### config.mk
export PLATFORM = sky130hd
export DESIGN_NAME = interval_timer
export DESIGN_NICKNAME = d
export VERILOG_FILES = /design/src/rtl/itmr_pkg.sv /design/src/rtl/itmr_regs.sv /design/src/rtl/itmr_prescaler.sv /design/src/rtl/itmr_counter.sv /design/src/rtl/interval_timer.sv
export SDC_FILE = /design/constraint.sdc
export NUM_CORES = 1
export LEC_CHECK = 0
export BUFFER_PORTS_ARGS = -buffer_cell sky130_fd_sc_hd__buf_2
export CAP_MARGIN = 15
export CORE_UTILIZATION = 27
export DETAILED_ROUTE_END_ITERATION = 6
export GPL_TIMING_DRIVEN = 0
export PLACE_DENSITY = 0.44
export SYNTH_ARGS = -nofsm -noshare
export SYNTH_HDL_FRONTEND = slang
export SYNTH_HIERARCHICAL = 1
export SYNTH_SLANG_ARGS = --single-unit
export TNS_END_PERCENT = 30
### constraint.sdc
create_clock -name clk -period 2.4 [get_ports clk]
set_input_delay 0.48 -clock clk [delete_from_list [all_inputs] [get_ports clk]]
set_output_delay 0.48 -clock clk [all_outputs]
set_load 0.01 [all_outputs]
### src/rtl/itmr_pkg.sv
package itmr_pkg;
  typedef enum logic [1:0] {
    ITMR_SCALE  = 2'd0,
    ITMR_COUNT  = 2'd1,
    ITMR_PERIOD = 2'd2,
    ITMR_NONE   = 2'd3
  } itmr_reg_e;
endpackage

### src/rtl/itmr_regs.sv
module itmr_regs
  import itmr_pkg::*;
#(
  parameter int CNT_W = 16,
  parameter int SCL_W = 8
) (
  input  logic             clk,
  input  logic             rst_n,
  input  logic             wr_en,
  input  logic [1:0]       wr_addr,
  input  logic [CNT_W-1:0] wr_data,
  input  logic [1:0]       rd_addr,
  input  logic [CNT_W-1:0] count_i,
  output logic [SCL_W-1:0] scale_o,
  output logic [CNT_W-1:0] period_o,
  output logic             scale_wr_o,
  output logic             count_wr_o,
  output logic [CNT_W-1:0] rd_data
);
  logic period_wr;

  assign scale_wr_o = wr_en && (itmr_reg_e'(wr_addr) == ITMR_SCALE);
  assign count_wr_o = wr_en && (itmr_reg_e'(wr_addr) == ITMR_COUNT);
  assign period_wr  = wr_en && (itmr_reg_e'(wr_addr) == ITMR_PERIOD);

  always_ff @(posedge clk) begin
    if (!rst_n) begin
      scale_o  <= '0;
      period_o <= '0;
    end else begin
      if (scale_wr_o) scale_o  <= wr_data[SCL_W-1:0];
      if (period_wr)  period_o <= wr_data;
    end
  end

  always_comb begin
    rd_data = '0;
    unique case (itmr_reg_e'(rd_addr))
      ITMR_SCALE:  rd_data[SCL_W-1:0] = scale_o;
      ITMR_COUNT:  rd_data = count_i;
      ITMR_PERIOD: rd_data = period_o;
      default:     rd_data = '0;
    endcase
  end

  assert_period_write_R2: assert property (@(posedge clk) disable iff (!rst_n)
    period_wr |=> period_o == $past(wr_data));
endmodule

### src/rtl/itmr_prescaler.sv
module itmr_prescaler #(
  parameter int SCL_W = 8
) (
  input  logic             clk,
  input  logic             rst_n,
  input  logic             enable,
  input  logic [SCL_W-1:0] scale,
  input  logic             scale_wr,
  input  logic [SCL_W-1:0] scale_new,
  output logic             tick
);
  logic [SCL_W-1:0] presc_q;

  function automatic logic [SCL_W-1:0] next_presc(input logic [SCL_W-1:0] cur,
                                                   input logic [SCL_W-1:0] reload);
    return (cur == '0) ? reload : cur - 1'b1;
  endfunction

  assign tick = enable && (presc_q == '0);

  always_ff @(posedge clk) begin
    if (!rst_n)        presc_q <= '0;
    else if (scale_wr) presc_q <= scale_new;
    else if (enable)   presc_q <= next_presc(presc_q, scale);
  end

  assert_tick_spacing_R3: assert property (@(posedge clk) disable iff (!rst_n)
    tick && (scale != '0) && !scale_wr |=> !tick);
  assert_presc_hold_R6: assert property (@(posedge clk) disable iff (!rst_n)
    !enable && !scale_wr |=> $stable(presc_q));
endmodule

### src/rtl/itmr_counter.sv
module itmr_counter #(
  parameter int CNT_W = 16
) (
  input  logic             clk,
  input  logic             rst_n,
  input  logic             tick,
  input  logic [CNT_W-1:0] period,
  input  logic             count_wr,
  input  logic [CNT_W-1:0] wr_data,
  output logic [CNT_W-1:0] count_o,
  output logic             reload
);
  function automatic logic [CNT_W-1:0] next_count(input logic [CNT_W-1:0] cur,
                                                   input logic [CNT_W-1:0] per);
    return (cur == '0) ? per : cur - 1'b1;
  endfunction

  assign reload = tick && (count_o == '0) && !count_wr;

  always_ff @(posedge clk) begin
    if (!rst_n)        count_o <= '0;
    else if (count_wr) count_o <= wr_data;
    else if (tick)     count_o <= next_count(count_o, period);
  end

  assert_reload_value_R4: assert property (@(posedge clk) disable iff (!rst_n)
    reload |=> count_o == $past(period));
  assert_irq_single_R4: assert property (@(posedge clk) disable iff (!rst_n)
    reload && (period != '0) |=> !reload);
  assert_count_hold_R6: assert property (@(posedge clk) disable iff (!rst_n)
    !tick && !count_wr |=> $stable(count_o));
  assert_wr_override_R7: assert property (@(posedge clk) disable iff (!rst_n)
    count_wr |=> count_o == $past(wr_data));
endmodule

### src/rtl/interval_timer.sv
module interval_timer #(
  parameter int CNT_W = 16,
  parameter int SCL_W = 8
) (
  input  logic             clk,
  input  logic             rst_n,
  input  logic             enable,
  input  logic             wr_en,
  input  logic [1:0]       wr_addr,
  input  logic [CNT_W-1:0] wr_data,
  input  logic [1:0]       rd_addr,
  output logic [CNT_W-1:0] rd_data,
  output logic             irq
);
  logic [SCL_W-1:0] scale;
  logic [CNT_W-1:0] period;
  logic [CNT_W-1:0] count;
  logic             scale_wr;
  logic             count_wr;
  logic             tick;

  itmr_regs #(.CNT_W(CNT_W), .SCL_W(SCL_W)) regs_i (
    .clk(clk), .rst_n(rst_n), .wr_en(wr_en), .wr_addr(wr_addr),
    .wr_data(wr_data), .rd_addr(rd_addr), .count_i(count),
    .scale_o(scale), .period_o(period), .scale_wr_o(scale_wr),
    .count_wr_o(count_wr), .rd_data(rd_data)
  );

  itmr_prescaler #(.SCL_W(SCL_W)) presc_i (
    .clk(clk), .rst_n(rst_n), .enable(enable), .scale(scale),
    .scale_wr(scale_wr), .scale_new(wr_data[SCL_W-1:0]), .tick(tick)
  );

  itmr_counter #(.CNT_W(CNT_W)) cnt_i (
    .clk(clk), .rst_n(rst_n), .tick(tick), .period(period),
    .count_wr(count_wr), .wr_data(wr_data), .count_o(count), .reload(irq)
  );

  assert_no_irq_disabled_R6: assert property (@(posedge clk) disable iff (!rst_n)
    !enable |-> !irq);
endmodule

==> flow_summary_export.csv <==
group,metric,value,unit
yosys,synth-async-reset-ratio,0,
floorplan,design.die.area,12000,µm²
global_routing,grt_use_met1,0.2786,
sta,worst_slew_pin_slew,0.7694,ns
global_routing,first_global_vias,3131,
critical_path,critical-path-max-stage-delay,0.40,ns
yosys,post_synth_main_area_contributors,"dfxtp_1 (31%), mux2i_1 (9.9%), nand2_1 (5.4%)",
finish,layout-area-overhead-vs-synth,25.89,%
drt,drt-total-wl,11720,µm
yosys,ys_warns,6,
yosys,synth_nets,418,
power,vdd_ir_drop_max,0.5003,mV
min_path,holdCritPathClass,"in -> reg",
yosys,synthFlopType,"dfxtp_1",
power,swShare,0.4312,
run,max_cap_violations,0,
sta,setup_viol,0,
power,cell_internal_pwr,2.815,mW
yosys,netlist_area,3122,µm²
power,power.static_leakage,1.617,nW
min_path,min_delay_worst_endpoint,"regs_i/period_o[12]$_SDFFE_PN0P_",
clock_tree,root_buffer,"clkbuf_16",
placed_design,dp_hpwl,8010,µm
floorplan,floorplan.core_area,11030,µm²
clock_tree,cts-htree-levels,2,
global_routing,antenna_found_initial,0,
yosys,synth_seq_area_share,0.3078,
min_path,timing.hold.worst_path_depth,3,
critical_path,cp.required,1.92,ns
global_routing,gr-usage-met3,0.02905,
critical_path,worstRegToRegCells,8,
floorplan,initial_core_util,0.2830,
sta,fmax,422.7,MHz
yosys,synthCells,386,
outcome,status,"completed",
finish,fin_area,3930,µm²
sta,relSlewSlack,0.4871,
yosys,synth_enable_flop_cells,0,
drt,drt-pass1-iter-count,5,
sta,slew_violations,0,
sta,hold_violations,0,
finish,antenna_cells,0,
clock_tree,cts_max_path_buffers,2,
sta,fin_tns_setup,0,ns
yosys,yosysTopAreaCell,"dfxtp_1",
global_routing,globalRouteOverflowTotal,0,
critical_path,timing.reg2reg.setup_slack,0.07,ns
floorplan,placementRows,38,
finish,num-nets-final,477,
min_path,timing.hold.worst.start,"wr_data[12]",
floorplan,die_height,109.5,µm
critical_path,path_class,"reg -> out",
placed_design,port_buffer_count,39,
global_routing,grt_pass1_wl,18130,µm
clock_tree,clk-insertion-delay-late,0.29,ns
yosys,synth-seq-cells,48,
floorplan,die_w,109.5,µm
critical_path,critical_path.slowest_cell,"or3b_4",
critical_path,arrival_time_reported_for_the_critical_path_endpoint,1.89,ns
power,combinational_power_share,0.600,
critical_path,r2r-start,"cnt_i/count_o[0]$_SDFFE_PN0P_",
critical_path,r2r-end,"cnt_i/count_o[6]$_SDFFE_PN0P_",
clock_tree,tritoncts_num_sinks,48,
critical_path,crit_fanout,6,
yosys,syn_avg_cell_area,8.087,µm²
clock_tree,cts_tree,"done",
drt,drt_first_iter_violations,240,
floorplan,ioPinCount,41,
power,power.clock.fraction,0.164,
critical_path,path_cells,"inv_4 > ha_4 > or3b_4 > nor4_4 > and2_4 > buf_6",
sta,layout_min_cycle_time,2.366,ns
global_routing,largest_net_degree_at_the_start_of_global_routing,15,
critical_path,critical_path.endpoint_type,"output port",
clock_tree,tritoncts.num_buffers,5,
critical_path,critical_path.startpoint_type,"flop",
clock_tree,clkTransAtPathRegs,0.07,ns
sta,timing.final.crit_share,0.9858,
global_routing,total_routing_usage_reported_by_global_routing,0.2043,
power,p_seq_frac,0.236,
sta,finalClockSkew,0.007055,ns
yosys,synth_commonest_cells,"dfxtp_1 (48), nand2_1 (45), mux2i_1 (31), a21oi_1 (26), clkbuf_1 (19)",
drt,dr_total_vias,3217,
sta,fin_hold_ws,0.4433,ns
drt,postRouteAntennaNets,0,
drt,wl_per_cell,20.00,µm
yosys,yosys.cell_count.top_type,"dfxtp_1",
placed_design,place_area,3501,µm²
yosys,yosysTopAreaCellShare,0.3078,
drt,post-route-drc-count,0,
finish,post_route_cells_drive_above_1_share,0.2578,
drt,avgViaCountPerCell,5.490,
yosys,synth_cell_types,59,
power,cellPowerDensity,1259,nW/µm²
power,p_switching,2.134,mW
global_routing,met2_track_demand_over_resource,0.3261,
global_routing,grt_busiest_layer,"met2",
placed_design,gp_congestion,0.8645,
finish,num-fill-cells,1190,
state kept, by name, indices dropped and copies added (netlist names):
signal and cells:
cnt_i/count_o 16, regs_i/period_o 16, presc_i/presc_q 8, regs_i/scale_o 8
worst max-delay path, delay by kind of cell, from the launching register on:
| kind | cells | cell delay [ns] |
|---|---|---|
| buffers and inverters | 2 | 0.16 |
| and+or+nand+nor | 3 | 0.90 |
| adders and majority gates | 1 | 0.15 |
| DFF | 1 | 0.37 |
cell type report:
cell class	instances	area, µm²	area share
multi-input combinational	290	2047	0.5209
buffer	26	142.6	0.03629
tap	140	175.2	0.04457
inverter	16	65.06	0.01656
clock inverter	2	35.03	0.008914
sequential	48	992.2	0.2525
timing repair buffer	58	344.1	0.08755
clock buffer	6	128.9	0.03279
metrics by stage:
step / utilization / std cells / total power, mW / setup slack, ns
after floorplan: - / 386 / 2.875 / 0.1426
after global placement: 0.3174 / 565 / 3.525 / -0.5492
after detailed placement: 0.3174 / 565 / 3.523 / -0.5993
after CTS: 0.3504 / 584 / 4.812 / -0.02504
after global routing: 0.3563 / 586 / 5.238 / -0.006140
final: 0.3563 / 586 / 4.948 / 0.03411
power by group through the flow:
| stage | clock [mW] | sequential, mW | combinational, mW |
|---|---|---|---|
| 5_1_grt | 0.864 | 1.19 | 3.18 |
| 3_5_place_dp | 0 | 1.15 | 2.37 |
| 4_1_cts | 0.830 | 1.15 | 2.84 |
| 2_1_floorplan | 0 | 1.09 | 1.79 |
| 3_3_place_gp | 0 | 1.15 | 2.37 |
| 6_report | 0.810 | 1.17 | 2.97 |
layer usage:
layer,up-vias,routed length [µm]
met3,16,474
met5,-,0
met2,89,5213
met1,1558,5721
met4,0,309
li1,1554,-
cell usage in the layout, fill, tap and decap left out, types with 3 or more instances in the layout:
cell	n
a22oi_1	9
buf_2	43
o22ai_1	14
nor2_1	17
ha_1	6
buf_4	19
nor3b_1	7
dfxtp_1	37
or3_1	7
and3_1	10
nor4_1	8
or4_4	3
dfxtp_4	7
buf_6	6
nor2b_1	10
xor2_1	4
o32ai_1	5
a21oi_1	26
inv_1	12
nor3_1	15
a222oi_1	8
clkbuf_16	5
nand2_1	44
o21ai_0	8
dfxtp_2	4
clkbuf_1	14
or4_1	3
mux2i_1	31
cells by family after synthesis:
logic type / share of synthesized area
fa+ha+maj: 0.03207
flops: 0.3078
mux: 0.1030
xor+xnor: 0.01403
simple gates: 0.2617
compound gates: 0.2124
buf+inv: 0.06894
what timing repair did:
action                                 CTS  global route
hold buffers                             0             0
pin swaps                                2             6
endpoints found under the hold margin    0             0
setup endpoints to repair               22            24
buffers inserted                        14             5
resized for setup                       37            23
how the worst max path moves through the flow:
stage / start / to / depth (start not counted)
after floorplan: cnt_i/count_o[0]$_SDFFE_PN0P_ / irq / 6
after global placement: presc_i/presc_q[0]$_SDFFE_PN0P_ / cnt_i/count_o[13]$_SDFFE_PN0P_ / 10
after detailed placement: presc_i/presc_q[2]$_SDFFE_PN0P_ / cnt_i/count_o[13]$_SDFFE_PN0P_ / 8
final: cnt_i/count_o[0]$_SDFFE_PN0P_ / irq / 6
after global routing: cnt_i/count_o[0]$_SDFFE_PN0P_ / irq / 6
after CTS: presc_i/presc_q[1]$_SDFFE_PN0P_ / irq / 9
No activity file was read; power rests on OpenSTA's default activity.
